<file path="src/rtl/trace_buf_pkg.sv">
// Shared register selects and status bit positions for the trace ring buffer.
package trace_buf_pkg;
    typedef enum logic [2:0] {
        SEL_CTRL  = 3'd0,
        SEL_STAT  = 3'd1,
        SEL_RDPTR = 3'd2,
        SEL_WRPTR = 3'd3,
        SEL_TCNT  = 3'd4,
        SEL_DATA  = 3'd5,
        SEL_DEPTH = 3'd6,
        SEL_WIDTH = 3'd7
    } reg_sel_e;

    localparam int STAT_WRAP  = 0;
    localparam int STAT_TRIG  = 1;
    localparam int STAT_DONE  = 2;
    localparam int STAT_EMPTY = 3;
endpackage

</file>
<file path="src/rtl/trb_ingress.sv">
// Formatting stage: registers one incoming frame and trigger pulse.
// Assumes capturing is already qualified by enable and not-done.
module trb_ingress #(
    parameter int DATA_W = 24
) (
    input  logic              clk,
    input  logic              rst_n,
    input  logic              capturing,
    input  logic              frame_vld,
    input  logic [DATA_W-1:0] frame_data,
    input  logic              trig_in,
    output logic              stg_vld,
    output logic              stg_trig,
    output logic [DATA_W-1:0] stg_data,
    output logic              drained
);
    // Stage valid and trigger flags, gated by capture state
    always_ff @(posedge clk) begin
        if (!rst_n) begin
            stg_vld  <= 1'b0;
            stg_trig <= 1'b0;
        end else begin
            stg_vld  <= frame_vld & capturing;
            stg_trig <= trig_in & capturing;
        end
    end

    // Stage data, loaded only with a strobed frame
    always_ff @(posedge clk) begin
        if (!rst_n)         stg_data <= '0;
        else if (frame_vld) stg_data <= frame_data;
    end

    assign drained = ~stg_vld & ~stg_trig;


    no_stage_when_idle_chk: assert property (@(posedge clk) disable iff (!rst_n)
        !capturing |=> !stg_vld && !stg_trig);
endmodule

</file>
<file path="src/rtl/trb_ram.sv">
// Inferred ring memory: one synchronous write port, one asynchronous read port.
module trb_ram #(
    parameter int DATA_W = 24,
    parameter int DEPTH  = 64,
    parameter int ADDR_W = $clog2(DEPTH)
) (
    input  logic              clk,
    input  logic              we,
    input  logic [ADDR_W-1:0] waddr,
    input  logic [DATA_W-1:0] wdata,
    input  logic [ADDR_W-1:0] raddr,
    output logic [DATA_W-1:0] rdata
);
    logic [DATA_W-1:0] mem [DEPTH];

    // Store a frame on write enable
    always_ff @(posedge clk) begin
        if (we) mem[waddr] <= wdata;
    end

    assign rdata = mem[raddr];
endmodule

</file>
<file path="src/rtl/trb_acq_ctrl.sv">
// Acquisition control: write pointer, wrap, trigger and done flags,
// and post-trigger countdown. Assumes pointer/counter loads do not
// coincide with stored frames.
module trb_acq_ctrl #(
    parameter int DEPTH  = 64,
    parameter int ADDR_W = $clog2(DEPTH),
    parameter int CNT_W  = ADDR_W + 1
) (
    input  logic              clk,
    input  logic              rst_n,
    input  logic              capture_en,
    input  logic              flag_clr,
    input  logic              stg_vld,
    input  logic              stg_trig,
    input  logic              wp_load,
    input  logic [ADDR_W-1:0] wp_wdata,
    input  logic              cnt_load,
    input  logic [CNT_W-1:0]  cnt_wdata,
    output logic              ram_we,
    output logic [ADDR_W-1:0] wr_ptr,
    output logic              full,
    output logic              triggered,
    output logic              acq_done,
    output logic [CNT_W-1:0]  trig_cnt
);
    localparam logic [ADDR_W-1:0] LAST = ADDR_W'(DEPTH - 1);

    logic stage_ok, trig_eff, cnt_zero;
    assign stage_ok = capture_en & ~acq_done;
    assign trig_eff = triggered | (stg_trig & stage_ok);
    assign cnt_zero = (trig_cnt == '0);
    assign ram_we   = stg_vld & stage_ok & ~(trig_eff & cnt_zero);

    // Sticky status flags with clear on capture start
    always_ff @(posedge clk) begin
        if (!rst_n) begin
            full      <= 1'b0;
            triggered <= 1'b0;
            acq_done  <= 1'b0;
        end else if (flag_clr) begin
            full      <= 1'b0;
            triggered <= 1'b0;
            acq_done  <= 1'b0;
        end else begin
            if (stg_trig && stage_ok)             triggered <= 1'b1;
            if (stage_ok && trig_eff && cnt_zero) acq_done  <= 1'b1;
            if (ram_we && wr_ptr == LAST)         full      <= 1'b1;
        end
    end

    // Write pointer: software load or wrapping advance
    always_ff @(posedge clk) begin
        if (!rst_n)       wr_ptr <= '0;
        else if (wp_load) wr_ptr <= wp_wdata;
        else if (ram_we)  wr_ptr <= (wr_ptr == LAST) ? '0 : wr_ptr + 1'b1;
    end

    // Post-trigger countdown
    always_ff @(posedge clk) begin
        if (!rst_n)                  trig_cnt <= '0;
        else if (cnt_load)           trig_cnt <= cnt_wdata;
        else if (ram_we && trig_eff) trig_cnt <= trig_cnt - 1'b1;
    end


    wp_step_chk: assert property (@(posedge clk) disable iff (!rst_n)
        ram_we && !wp_load |=> wr_ptr == (($past(wr_ptr) == LAST) ? '0 : $past(wr_ptr) + 1'b1));

    done_blocks_write_chk: assert property (@(posedge clk) disable iff (!rst_n)
        acq_done |-> !ram_we);

    wrap_sticky_chk: assert property (@(posedge clk) disable iff (!rst_n)
        full && !flag_clr |=> full);

    start_clears_chk: assert property (@(posedge clk) disable iff (!rst_n)
        flag_clr |=> !full && !triggered && !acq_done);
endmodule

</file>
<file path="src/rtl/trace_ring_buf.sv">
// Top: register decode, control and read pointer, plus the ingress stage,
// acquisition control and ring memory. Read data is combinational.
module trace_ring_buf
    import trace_buf_pkg::*;
#(
    parameter int DATA_W = 24,
    parameter int DEPTH  = 64
) (
    input  logic              clk,
    input  logic              rst_n,
    input  logic              frame_vld,
    input  logic [DATA_W-1:0] frame_data,
    input  logic              trig_in,
    input  logic [2:0]        reg_sel,
    input  logic              reg_wr,
    input  logic              reg_rd,
    input  logic [31:0]       reg_wdata,
    output logic [31:0]       reg_rdata
);
    localparam int ADDR_W = $clog2(DEPTH);
    localparam int CNT_W  = ADDR_W + 1;
    localparam logic [ADDR_W-1:0] LAST = ADDR_W'(DEPTH - 1);

    reg_sel_e sel;
    assign sel = reg_sel_e'(reg_sel);

    logic              ctl_en, ctl_demux;
    logic [ADDR_W-1:0] rd_ptr, wr_ptr;
    logic              stg_vld, stg_trig, drained, ram_we;
    logic [DATA_W-1:0] stg_data, ram_q;
    logic              full, triggered, acq_done;
    logic [CNT_W-1:0]  trig_cnt;
    logic              ctl_wr, en_rise, rp_wr, data_rd;

    assign ctl_wr  = reg_wr && sel == SEL_CTRL;
    assign en_rise = ctl_wr && reg_wdata[0] && !ctl_en;
    assign rp_wr   = reg_wr && sel == SEL_RDPTR;
    assign data_rd = reg_rd && sel == SEL_DATA;

    // Control register
    always_ff @(posedge clk) begin
        if (!rst_n) begin
            ctl_en    <= 1'b0;
            ctl_demux <= 1'b0;
        end else if (ctl_wr) begin
            ctl_en    <= reg_wdata[0];
            ctl_demux <= reg_wdata[1];
        end
    end

    // Read pointer: software load or advance on data read
    always_ff @(posedge clk) begin
        if (!rst_n)       rd_ptr <= '0;
        else if (rp_wr)   rd_ptr <= reg_wdata[ADDR_W-1:0];
        else if (data_rd) rd_ptr <= (rd_ptr == LAST) ? '0 : rd_ptr + 1'b1;
    end

    trb_ingress #(.DATA_W(DATA_W)) ingress_i (
        .clk(clk), .rst_n(rst_n), .capturing(ctl_en & ~acq_done),
        .frame_vld(frame_vld), .frame_data(frame_data), .trig_in(trig_in),
        .stg_vld(stg_vld), .stg_trig(stg_trig), .stg_data(stg_data),
        .drained(drained)
    );

    trb_acq_ctrl #(.DEPTH(DEPTH), .ADDR_W(ADDR_W), .CNT_W(CNT_W)) acq_i (
        .clk(clk), .rst_n(rst_n), .capture_en(ctl_en), .flag_clr(en_rise),
        .stg_vld(stg_vld), .stg_trig(stg_trig),
        .wp_load(reg_wr && sel == SEL_WRPTR), .wp_wdata(reg_wdata[ADDR_W-1:0]),
        .cnt_load(reg_wr && sel == SEL_TCNT), .cnt_wdata(reg_wdata[CNT_W-1:0]),
        .ram_we(ram_we), .wr_ptr(wr_ptr), .full(full), .triggered(triggered),
        .acq_done(acq_done), .trig_cnt(trig_cnt)
    );

    trb_ram #(.DATA_W(DATA_W), .DEPTH(DEPTH), .ADDR_W(ADDR_W)) ram_i (
        .clk(clk), .we(ram_we), .waddr(wr_ptr), .wdata(stg_data),
        .raddr(rd_ptr), .rdata(ram_q)
    );

    // Register read multiplexer
    always_comb begin
        reg_rdata = '0;
        case (sel)
            SEL_CTRL:  reg_rdata = {30'd0, ctl_demux, ctl_en};
            SEL_STAT: begin
                reg_rdata[STAT_WRAP]  = full;
                reg_rdata[STAT_TRIG]  = triggered;
                reg_rdata[STAT_DONE]  = acq_done;
                reg_rdata[STAT_EMPTY] = drained;
            end
            SEL_RDPTR: reg_rdata = 32'(rd_ptr);
            SEL_WRPTR: reg_rdata = 32'(wr_ptr);
            SEL_TCNT:  reg_rdata = 32'(trig_cnt);
            SEL_DATA:  reg_rdata = 32'(ram_q);
            SEL_DEPTH: reg_rdata = 32'(DEPTH);
            SEL_WIDTH: reg_rdata = 32'(DATA_W);
            default:   reg_rdata = '0;
        endcase
    end


    rdptr_step_chk: assert property (@(posedge clk) disable iff (!rst_n)
        data_rd && !rp_wr |=> rd_ptr == (($past(rd_ptr) == LAST) ? '0 : $past(rd_ptr) + 1'b1));

    drained_chk: assert property (@(posedge clk) disable iff (!rst_n)
        frame_vld && ctl_en && !acq_done |=> !drained);
endmodule

</file>
<file path="config.mk">
export PLATFORM = sky130hd
export DESIGN_NAME = trace_ring_buf
export DESIGN_NICKNAME = d
export VERILOG_FILES = /design/src/rtl/trace_buf_pkg.sv /design/src/rtl/trb_ingress.sv /design/src/rtl/trb_ram.sv /design/src/rtl/trb_acq_ctrl.sv /design/src/rtl/trace_ring_buf.sv
export SDC_FILE = /design/constraint.sdc
export NUM_CORES = 1
export LEC_CHECK = 0
export BUFFER_PORTS_ARGS = -buffer_cell sky130_fd_sc_hd__buf_2
export CORE_AREA = 2 2 394 298
export CTS_BUF_LIST = sky130_fd_sc_hd__clkbuf_16
export DETAILED_ROUTE_END_ITERATION = 8
export DIE_AREA = 0 0 396 300
export PLACE_DENSITY = 0.71
export SLEW_MARGIN = 20
export SYNTH_ARGS = -nofsm -noshare
export SYNTH_HDL_FRONTEND = slang
export SYNTH_HIERARCHICAL = 1
export SYNTH_SLANG_ARGS = --single-unit
</file>
<file path="constraint.sdc">
create_clock -name clk -period 4.2 [get_ports clk]
set_input_delay 0 -clock clk [delete_from_list [all_inputs] [get_ports clk]]
set_output_delay 0 -clock clk [all_outputs]
set_load 0.05 [all_outputs]
</file>
# Yosys cells after proc, flatten, opt, wreduce, memory -nomap -nowiden
# Memories as Yosys holds them, arrays and structs flattened. A register that Yosys moved wholly into a read port is not among the register bits.
# Cells that the tools add are included.
# word_totals
register_bits	50
mem_bits_rw	1536
input_bits	65
out_inout_bits	32
wordCells	71
mem_count	1
# op_classes
add_sub_neg	3
n_eq_ne	9
n_mux	14
bitwise	14
reduce_logical	19
# memory_table
name	words	width	rd	rd_clocked_by_memory_dff	wr	line_no	rtl
ram_i.mem	64	24	1	1	1	trb_ram.sv:14	logic [DATA_W-1:0] mem [DEPTH];
# ops
operator	n
$pmux W20 S6	1
$mux W6	8
$pmux W4 S8	1
$mux W7	2
$add A6 B1 Y6 const B	2
$eq A3 B3 Y1 const B	4
$eq A6 B6 Y1 const B	2
$logic_and A1 B1 Y1	12
$and A1 B1 Y1	8
$logic_not A7 Y1	1
$sub A7 B1 Y7 const B	1
$eq A3 B2 Y1 const B	2
$reduce_bool A2 Y1	3
$not A1 Y1	5
$eq A3 B1 Y1 const B	1
$logic_not A3 Y1	1
$mux W1	2
$reduce_or A2 Y1	1
$logic_not A1 Y1	1
$or A1 B1 Y1	1

# Logic depth before layout (Yosys ltp)
# Gate-level depths: netlist of the first run.
# depth
word_depth	10
ltp_mapped	13
ltp_nobuf	9

# Cells and area by module
# Netlist of the first run, hierarchy kept.
# by_module_without_submodules
module	n_inst	cells_per_inst	area_per_inst_um2	seq_area_each_um2
trb_ram	1	2586	58815.2	46124.2
trb_ingress	1	82	985.9	520.5
trace_ring_buf	1	132	959.7	160.2
trb_acq_ctrl	1	110	959.7	320.3

# Worst setup path after synthesis of the first run
# OpenSTA, ideal clock, no wires.
# synth_timing
path_kind	reg2reg
start	register acq_i.trig_cnt[0]
end	memory ram_i.mem[48][0] (enable)
setup_time_ns	0.435
arrival_time_ns	3.166
required_time_ns	3.765
path_slack_ns	0.599
stages_incl_launch_ff	9
path_buffers	0
period_less_slack_ns	3.601
path_cell_list	dfxtp_1 inv_1 ha_1 nor4b_4 a31o_4 inv_4 nor2b_1 nand4b_1 nor3_1
# synth_between
elab_chain_cells	6
# synth_rtl
item	line_no	rtl
from (decl)	trb_acq_ctrl.sv:24	output logic [CNT_W-1:0] trig_cnt
from (signal assigned)	trb_acq_ctrl.sv:61	else if (cnt_load) trig_cnt <= cnt_wdata;
from (signal assigned)	trb_acq_ctrl.sv:62	else if (ram_we && trig_eff) trig_cnt <= trig_cnt - 1'b1;
$logic_not A7 Y1	trb_acq_ctrl.sv:31	assign cnt_zero = (trig_cnt == '0);
$and A1 B1 Y1	trb_acq_ctrl.sv:32	assign ram_we = stg_vld & stage_ok & ~(trig_eff & cnt_zero);
$not A1 Y1	trb_acq_ctrl.sv:32	
$and A1 B1 Y1	trb_acq_ctrl.sv:32	
net ram_we	trace_ring_buf.sv:29	logic stg_vld, stg_trig, drained, ram_we;
$mux W1	trb_ram.sv:18	if (we) mem[waddr] <= wdata;
$mux W1 (not written as such)	trb_ram.sv:18	
to (decl)	trb_ram.sv:14	
# The timed path passes the listed nets, and every way through them passes these cells.

==> metrics.txt, run 1 <==
initial DRC count=4,806; ys flop type=edfxtp_1; layout cells sized above 1=28.5%; Data arrival, critical path=4.14 ns; CTS Buffer Depth=3; RSZ-0062 raised after global routing=false; Core Area=0.115 sq mm; WS Path Type=reg -> out; asr flop ratio synth=0%; gpl congestion=0.926; WL final=156,000 um; clock latency on the worst-skew pair=0.76 ns; DRC viols=0; Syn Inst Count=2,910; H-tree depth=4; root buffer cell=clkbuf_16; Final nets=3,304; Critical Path RT=4.20 ns; min Tclk post-route=4.14 ns; DP Worst Slack=0.515 ns; Least-Margin Pin Slew=1.07 ns; CTS tree=yes; crit-path max FO=25; initial core utilization=53.7%; Post-synth EDFFs=1,536; die area=0.119 sq mm; Worst Skew=0.0275 ns; most frequent cell after synthesis=edfxtp_1; f_max=242 MHz; clock sink total=1,586; Rel. slew slack=28.6%; Post-synth top cells=edfxtp_1 (1,536), mux4_2 (355), mux2i_1 (128); Fillers=7,664; Slew Limit Fails=0; syn avg cell area=21.2 sq um; fin cells=4,883; fin crit share=98.5%; worst vdd ir=0.438 mV; Die Span X=396 um; Final setup viols=0; grt ovf=0; placed instance count=4,515; setup ws final=0.0644 ns; CP startpoint kind=register; Synth Warn #=6; Leak Pwr=22.1 nW; largest net degree at the start of global routing=66; Worst Setup End Kind=output pin; Final Power=0.0313 W; antenna viol nets, final=0; Power Dens Cells=446 mW/mm^2; area leader, netlist=edfxtp_1; Overall Global Routing Usage=26.5%; initial antenna violation count=4; number of I/O pins=97; clk slew on worst S/H paths=0.06 ns; status=completed; Yosys reg bits=1,586; vias per cell=6.55; number of global-route vias before repair=31,400; first-pass GRT wire length=223,000 um; Cell Area, Synth=0.0617 sq mm; IO Port Bufs=63; worst hold path type=in -> reg; Fin Setup TNS=0 ns; die height=300 um; synth unique cells=73; post-synthesis sequential area ratio=76.4%; Routed WL per cell=32.0 um; area share of the largest cell type after synthesis=74.7%; DP HPWL=91,500 um; site row count=108; Max Cap Viol=0; Vias=32,000; DRT Pass-1 Iters=6; Synth area leaders=edfxtp_1 (75%), mux4_2 (13%), mux2i_1 (2.1%), dfxtp_1 (1.6%), mux2_2 (1.0%); WHS=0.215 ns; Num CTS Buffers=145; Fin. Hold Viols=0; Synth-to-Final Area Change=13.6%
## path summary, 6_finish.rpt
kind | from | end | slack (ns) | cells past startpoint
hold / removal | reg_wdata[1] | ctl_demux$_SDFFE_PN0P_ | 0.21 | 4
setup / recovery | rd_ptr[3]$_SDFFE_PN0P_ | reg_rdata[0] | 0.06 | 10
setup reg to reg | acq_i/trig_cnt[0]$_SDFFE_PN0P_ | ram_i/mem[26][3]$_DFFE_PP_ | 1.12 | 9
hold reg to reg | acq_i/full$_SDFFE_PP0P_ | acq_i/full$_SDFFE_PP0P_ | 0.49 | 2
## registers in the layout (all words and copies together), names as in the netlist
name	cells
ram_i/mem	1536
ingress_i/stg_data	24
acq_i/trig_cnt	7
acq_i/wr_ptr	6
rd_ptr	6
acq_i/acq_done	1
acq_i/full	1
acq_i/triggered	1
ctl_demux	1
ctl_en	1
ingress_i/stg_trig	1
ingress_i/stg_vld	1
## cells by family (layout without fill, tap and decap cells)
| family | Yosys count | in the layout | synth area share [%] |
|---|---|---|---|
| multiplexers | 539 | 539 | 16.1 |
| AO/OA/AOI/OAI | 276 | 276 | 3.12 |
| flip-flops | 1586 | 1586 | 76.4 |
| AND/OR/NAND/NOR | 320 | 320 | 2.70 |
| XOR/XNOR | 5 | 5 | 0.0710 |
| buffers and inverters | 179 | 601 | 1.61 |
| other | 1 | 12 | 0.00608 |
| adder cells (fa/ha/maj) | 4 | 4 | 0.0811 |
## cells in the final DEF, fill, tap and decap left out, types with 6 or more instances in the layout
cell type | Yosys | layout
a21oi_1 | 37 | 37
a221oi_1 | 53 | 52
a22oi_1 | 31 | 31
a31oi_1 | 21 | 21
and3_1 | 41 | 41
buf_12 | 2 | 10
buf_2 | 48 | 62
buf_4 | 40 | 163
clkbuf_16 | 0 | 152
clkinv_1 | 1 | 32
clkinv_2 | 0 | 21
conb_1 | 1 | 8
dfxtp_1 | 50 | 22
dfxtp_2 | 0 | 23
dlygate4sd3_1 | 0 | 101
edfxtp_1 | 1536 | 1536
inv_1 | 7 | 44
mux2_2 | 56 | 56
mux2i_1 | 128 | 125
mux4_2 | 355 | 355
nand2_1 | 48 | 47
nand2b_1 | 10 | 10
nand3_1 | 31 | 31
nand4_1 | 6 | 6
nor2_1 | 94 | 32
nor2_2 | 0 | 62
nor2b_1 | 42 | 41
o21a_1 | 13 | 13
o21ai_0 | 32 | 32
o22ai_1 | 55 | 54
or3_1 | 13 | 13
## per-stage QoR
step / instance area (sq um) / utilization (%)
2_1_floorplan: 61700 / -
3_3_place_gp: 64600 / 56.2
3_5_place_dp: 64600 / 56.2
4_1_cts: 70000 / 60.9
5_1_grt: 70100 / 61.0
6_report: 70100 / 61.0
## critical path: stages, from the launching register on
cell,delay [ns]
dfxtp_4,0.81
nor2_1,0.13
nand2_1,0.33
o22ai_1,0.17
or3_1,0.48
o21ai_4,0.28
buf_4,0.17
a21boi_0,0.09
o32a_1,0.35
nor2_1,0.27
buf_4,0.27
## timing repair
action | 4_1_cts | 5_1_grt
gates resized for setup | 11 | 3
setup endpoints to repair | 12 | 11
buffers inserted | 2 | 10
endpoints found under the hold margin | 50 | 0
hold buffers | 101 | 0
## report_power, final
group          leakage [nW]  switching [W]  internal, W  total [W]
Clock                  2.26        0.00551      0.00662     0.0121
Combinational          5.41       0.000989     0.000641    0.00163
Sequential             14.5       0.000128       0.0174     0.0175
## cell type report
type	instances	area, sq um	share of cell area, %
multi-input combinational	1152	13800	19.7
timing repair buffer	340	2830	4.03
inverter	10	40.0	0.0571
antenna	4	10.0	0.0143
tap	1540	1930	2.75
clock inverter	99	492	0.701
clock buffer	152	3800	5.42
sequential	1586	47200	67.3
## routing by layer
| metal | vias to the layer above | GRT usage, % | wire length, um |
|---|---|---|---|
| li1 | 12900 | - | - |
| met1 | 16700 | 39.9 | 61400 |
| met2 | 2141 | 38.4 | 69600 |
| met3 | 223 | 7.04 | 21300 |
| met4 | 4 | 8.00 | 3950 |
| met5 | - | 0 | 30 |
No activity file was read; power rests on OpenSTA's default activity.
==> run 2: changes to the inputs <==
--- a/config.mk
+++ b/config.mk
@@ -6,11 +6,11 @@
 export NUM_CORES = 1
 export LEC_CHECK = 0
 export BUFFER_PORTS_ARGS = -buffer_cell sky130_fd_sc_hd__buf_2
-export CORE_AREA = 2 2 394 298
+export CORE_AREA = 2 2 488 369
 export CTS_BUF_LIST = sky130_fd_sc_hd__clkbuf_16
 export DETAILED_ROUTE_END_ITERATION = 8
-export DIE_AREA = 0 0 396 300
-export PLACE_DENSITY = 0.71
+export DIE_AREA = 0 0 490 371
+export PLACE_DENSITY = 0.5
 export SLEW_MARGIN = 20
 export SYNTH_ARGS = -nofsm -noshare
 export SYNTH_HDL_FRONTEND = slang
==> metrics.txt, run 2 (synthesized netlist as in run 1, its figures left out) <==
number of global-route vias before repair=31,100; Power Dens Cells=452 mW/mm^2; commonest non-fill, non-tap cell in the layout=edfxtp_1; Min-Delay Startpoint=reg_wdata[6]; Leak Pwr=22.7 nW; gpl congestion=0.845; Reg-to-Reg End=ram_i/mem[10][6]$_DFFE_PP_; Rel. slew slack=31.5%; Least-Margin Pin Slew=1.03 ns; CTS Buffer Depth=3; die height=371 um; number of I/O pins=97; IO Port Bufs=63; Largest register FFs=1,536; root buffer cell=clkbuf_16; CP startpoint kind=register; initial DRC count=3,978; initial antenna violation count=15; worst hold path type=in -> reg; WS Path Type=reg -> out; vias per cell=5.47; DP Worst Slack=0.628 ns; clock sink total=1,586; clock latency on the worst-skew pair=0.80 ns; Fin Setup TNS=0 ns; R2R setup slack=0.78 ns; DP HPWL=106,000 um; initial core utilization=34.9%; worst flop-to-flop path startpoint=acq_i/trig_cnt[0]$_SDFFE_PN0P_; most frequent cells in the layout=edfxtp_1 (1,536), mux4_2 (355), buf_4 (184); Fin. Hold Viols=0; Final setup viols=0; WL final=173,000 um; Core Area=0.177 sq mm; Slew Limit Fails=0; grt ovf=0; DRT Pass-1 Iters=5; fin crit share=95.2%; H-tree depth=4; min Tclk post-route=4.00 ns; Final Power=0.0328 W; Overall Global Routing Usage=18.7%; antenna viol nets, final=0; status=completed; Vias=31,700; f_max=250 MHz; Die Span X=490 um; clk slew on worst S/H paths=0.06 ns; DRC viols=0; fin cells=5,803; first-pass GRT wire length=239,000 um; FF-to-FF path depth=9; Num CTS Buffers=159; worst vdd ir=0.388 mV; CTS tree=yes; largest net degree at the start of global routing=65; Synth-to-Final Area Change=17.3%; placed instance count=5,385; Routed WL per cell=29.8 um; site row count=134; crit-path max FO=43; setup ws final=0.200 ns; Critical Path RT=4.20 ns; RSZ-0062 raised after global routing=false; die area=0.182 sq mm; hold depth=3; Final nets=3,362; largest registers=ram_i/mem (1536), ingress_i/stg_data (24), acq_i/trig_cnt (7); Biggest register=ram_i/mem; Max Cap Viol=0; layout cells sized above 1=29.3%; Worst Skew=0.0279 ns; Worst Setup End Kind=output pin; Endpoint, Worst Hold=acq_i/trig_cnt[6]$_SDFFE_PN0P_; Data arrival, critical path=4.00 ns
==> run 2: changes by cell type in the layout (fill, tap and decap cells not counted), moves of 3 or more <==
cell / before / now
buf_12: 10 / 33
buf_4: 163 / 184
dlygate4sd3_1: 101 / 115
buf_2: 62 / 50
clkbuf_16: 152 / 163
clkinv_1: 32 / 42
bufinv_16: 2 / 9
inv_1: 44 / 51
clkinv_2: 21 / 15
mux2i_1: 125 / 128
nor2b_1: 41 / 38
nor2b_2: 1 / 4
==> run 2: through the flow <==
step | util (%) | cell area, sq um | hold WS (ns)
after detailed placement | 37.4 | 66200 | 0.266
after floorplan | - | 61700 | 0.128
after CTS | 40.9 | 72300 | 0.0831
after global placement | 37.4 | 66200 | 0.256
after global routing | 40.9 | 72400 | 0.124
final | 40.9 | 72400 | 0.107
==> run 2: how the worst max path moves through the flow <==
| stage | cells after the start | to | slack [ns] | from |
|---|---|---|---|---|
| 2_1_floorplan | 8 | ram_i/mem[48][0]$_DFFE_PP_ | 0.60 | acq_i/trig_cnt[0]$_SDFFE_PN0P_ |
| 3_3_place_gp | 10 | reg_rdata[2] | 0.63 | rd_ptr[0]$_SDFFE_PN0P_ |
| 3_5_place_dp | 10 | reg_rdata[2] | 0.63 | rd_ptr[0]$_SDFFE_PN0P_ |
| 4_1_cts | 10 | reg_rdata[0] | 0.01 | rd_ptr[3]$_SDFFE_PN0P_ |
| 5_1_grt | 9 | reg_rdata[14] | 0.11 | rd_ptr[2]$_SDFFE_PN0P_ |
| 6_report | 10 | reg_rdata[0] | 0.20 | rd_ptr[3]$_SDFFE_PN0P_ |
==> run 2: routing by layer <==
metal	wire (um)	track usage, %
met5	11	0
met4	3670	4.76
met3	13100	2.82
met2	77900	28.3
met1	78200	28.2
==> run 2: cell type report <==
type	count	area [sq um]
tap	2380	2980
multi-input combinational	1152	13800
fill	15400	104000
timing repair buffer	384	3490
antenna	5	12.5
sequential	1586	47200
inverter	10	40.0
clock inverter	123	831
clock buffer	163	4080
==> run 2: worst max-delay path, stage by stage, from the launching register on <==
cell	delay, ns
dfxtp_4	0.81
nor2b_2	0.54
a221oi_1	0.15
o21ai_1	0.25
nand3_1	0.27
o21ai_1	0.17
a21boi_0	0.11
o32a_1	0.35
nor2_1	0.13
buf_4	0.15
buf_2	0.26
==> run 2: repair_timing <==
action,CTS,global route
hold buffers,115,0
gates resized for setup,5,2
buffers inserted,6,6
endpoints found under the hold margin,50,0
endpoints found under the setup margin,22,4
==> run 2: report_power, final <==
part           switching (W)  internal [W]  leakage [nW]
sequential          0.000162        0.0174          14.5
clock                0.00591       0.00757          2.56
combinational        0.00103      0.000697          5.66
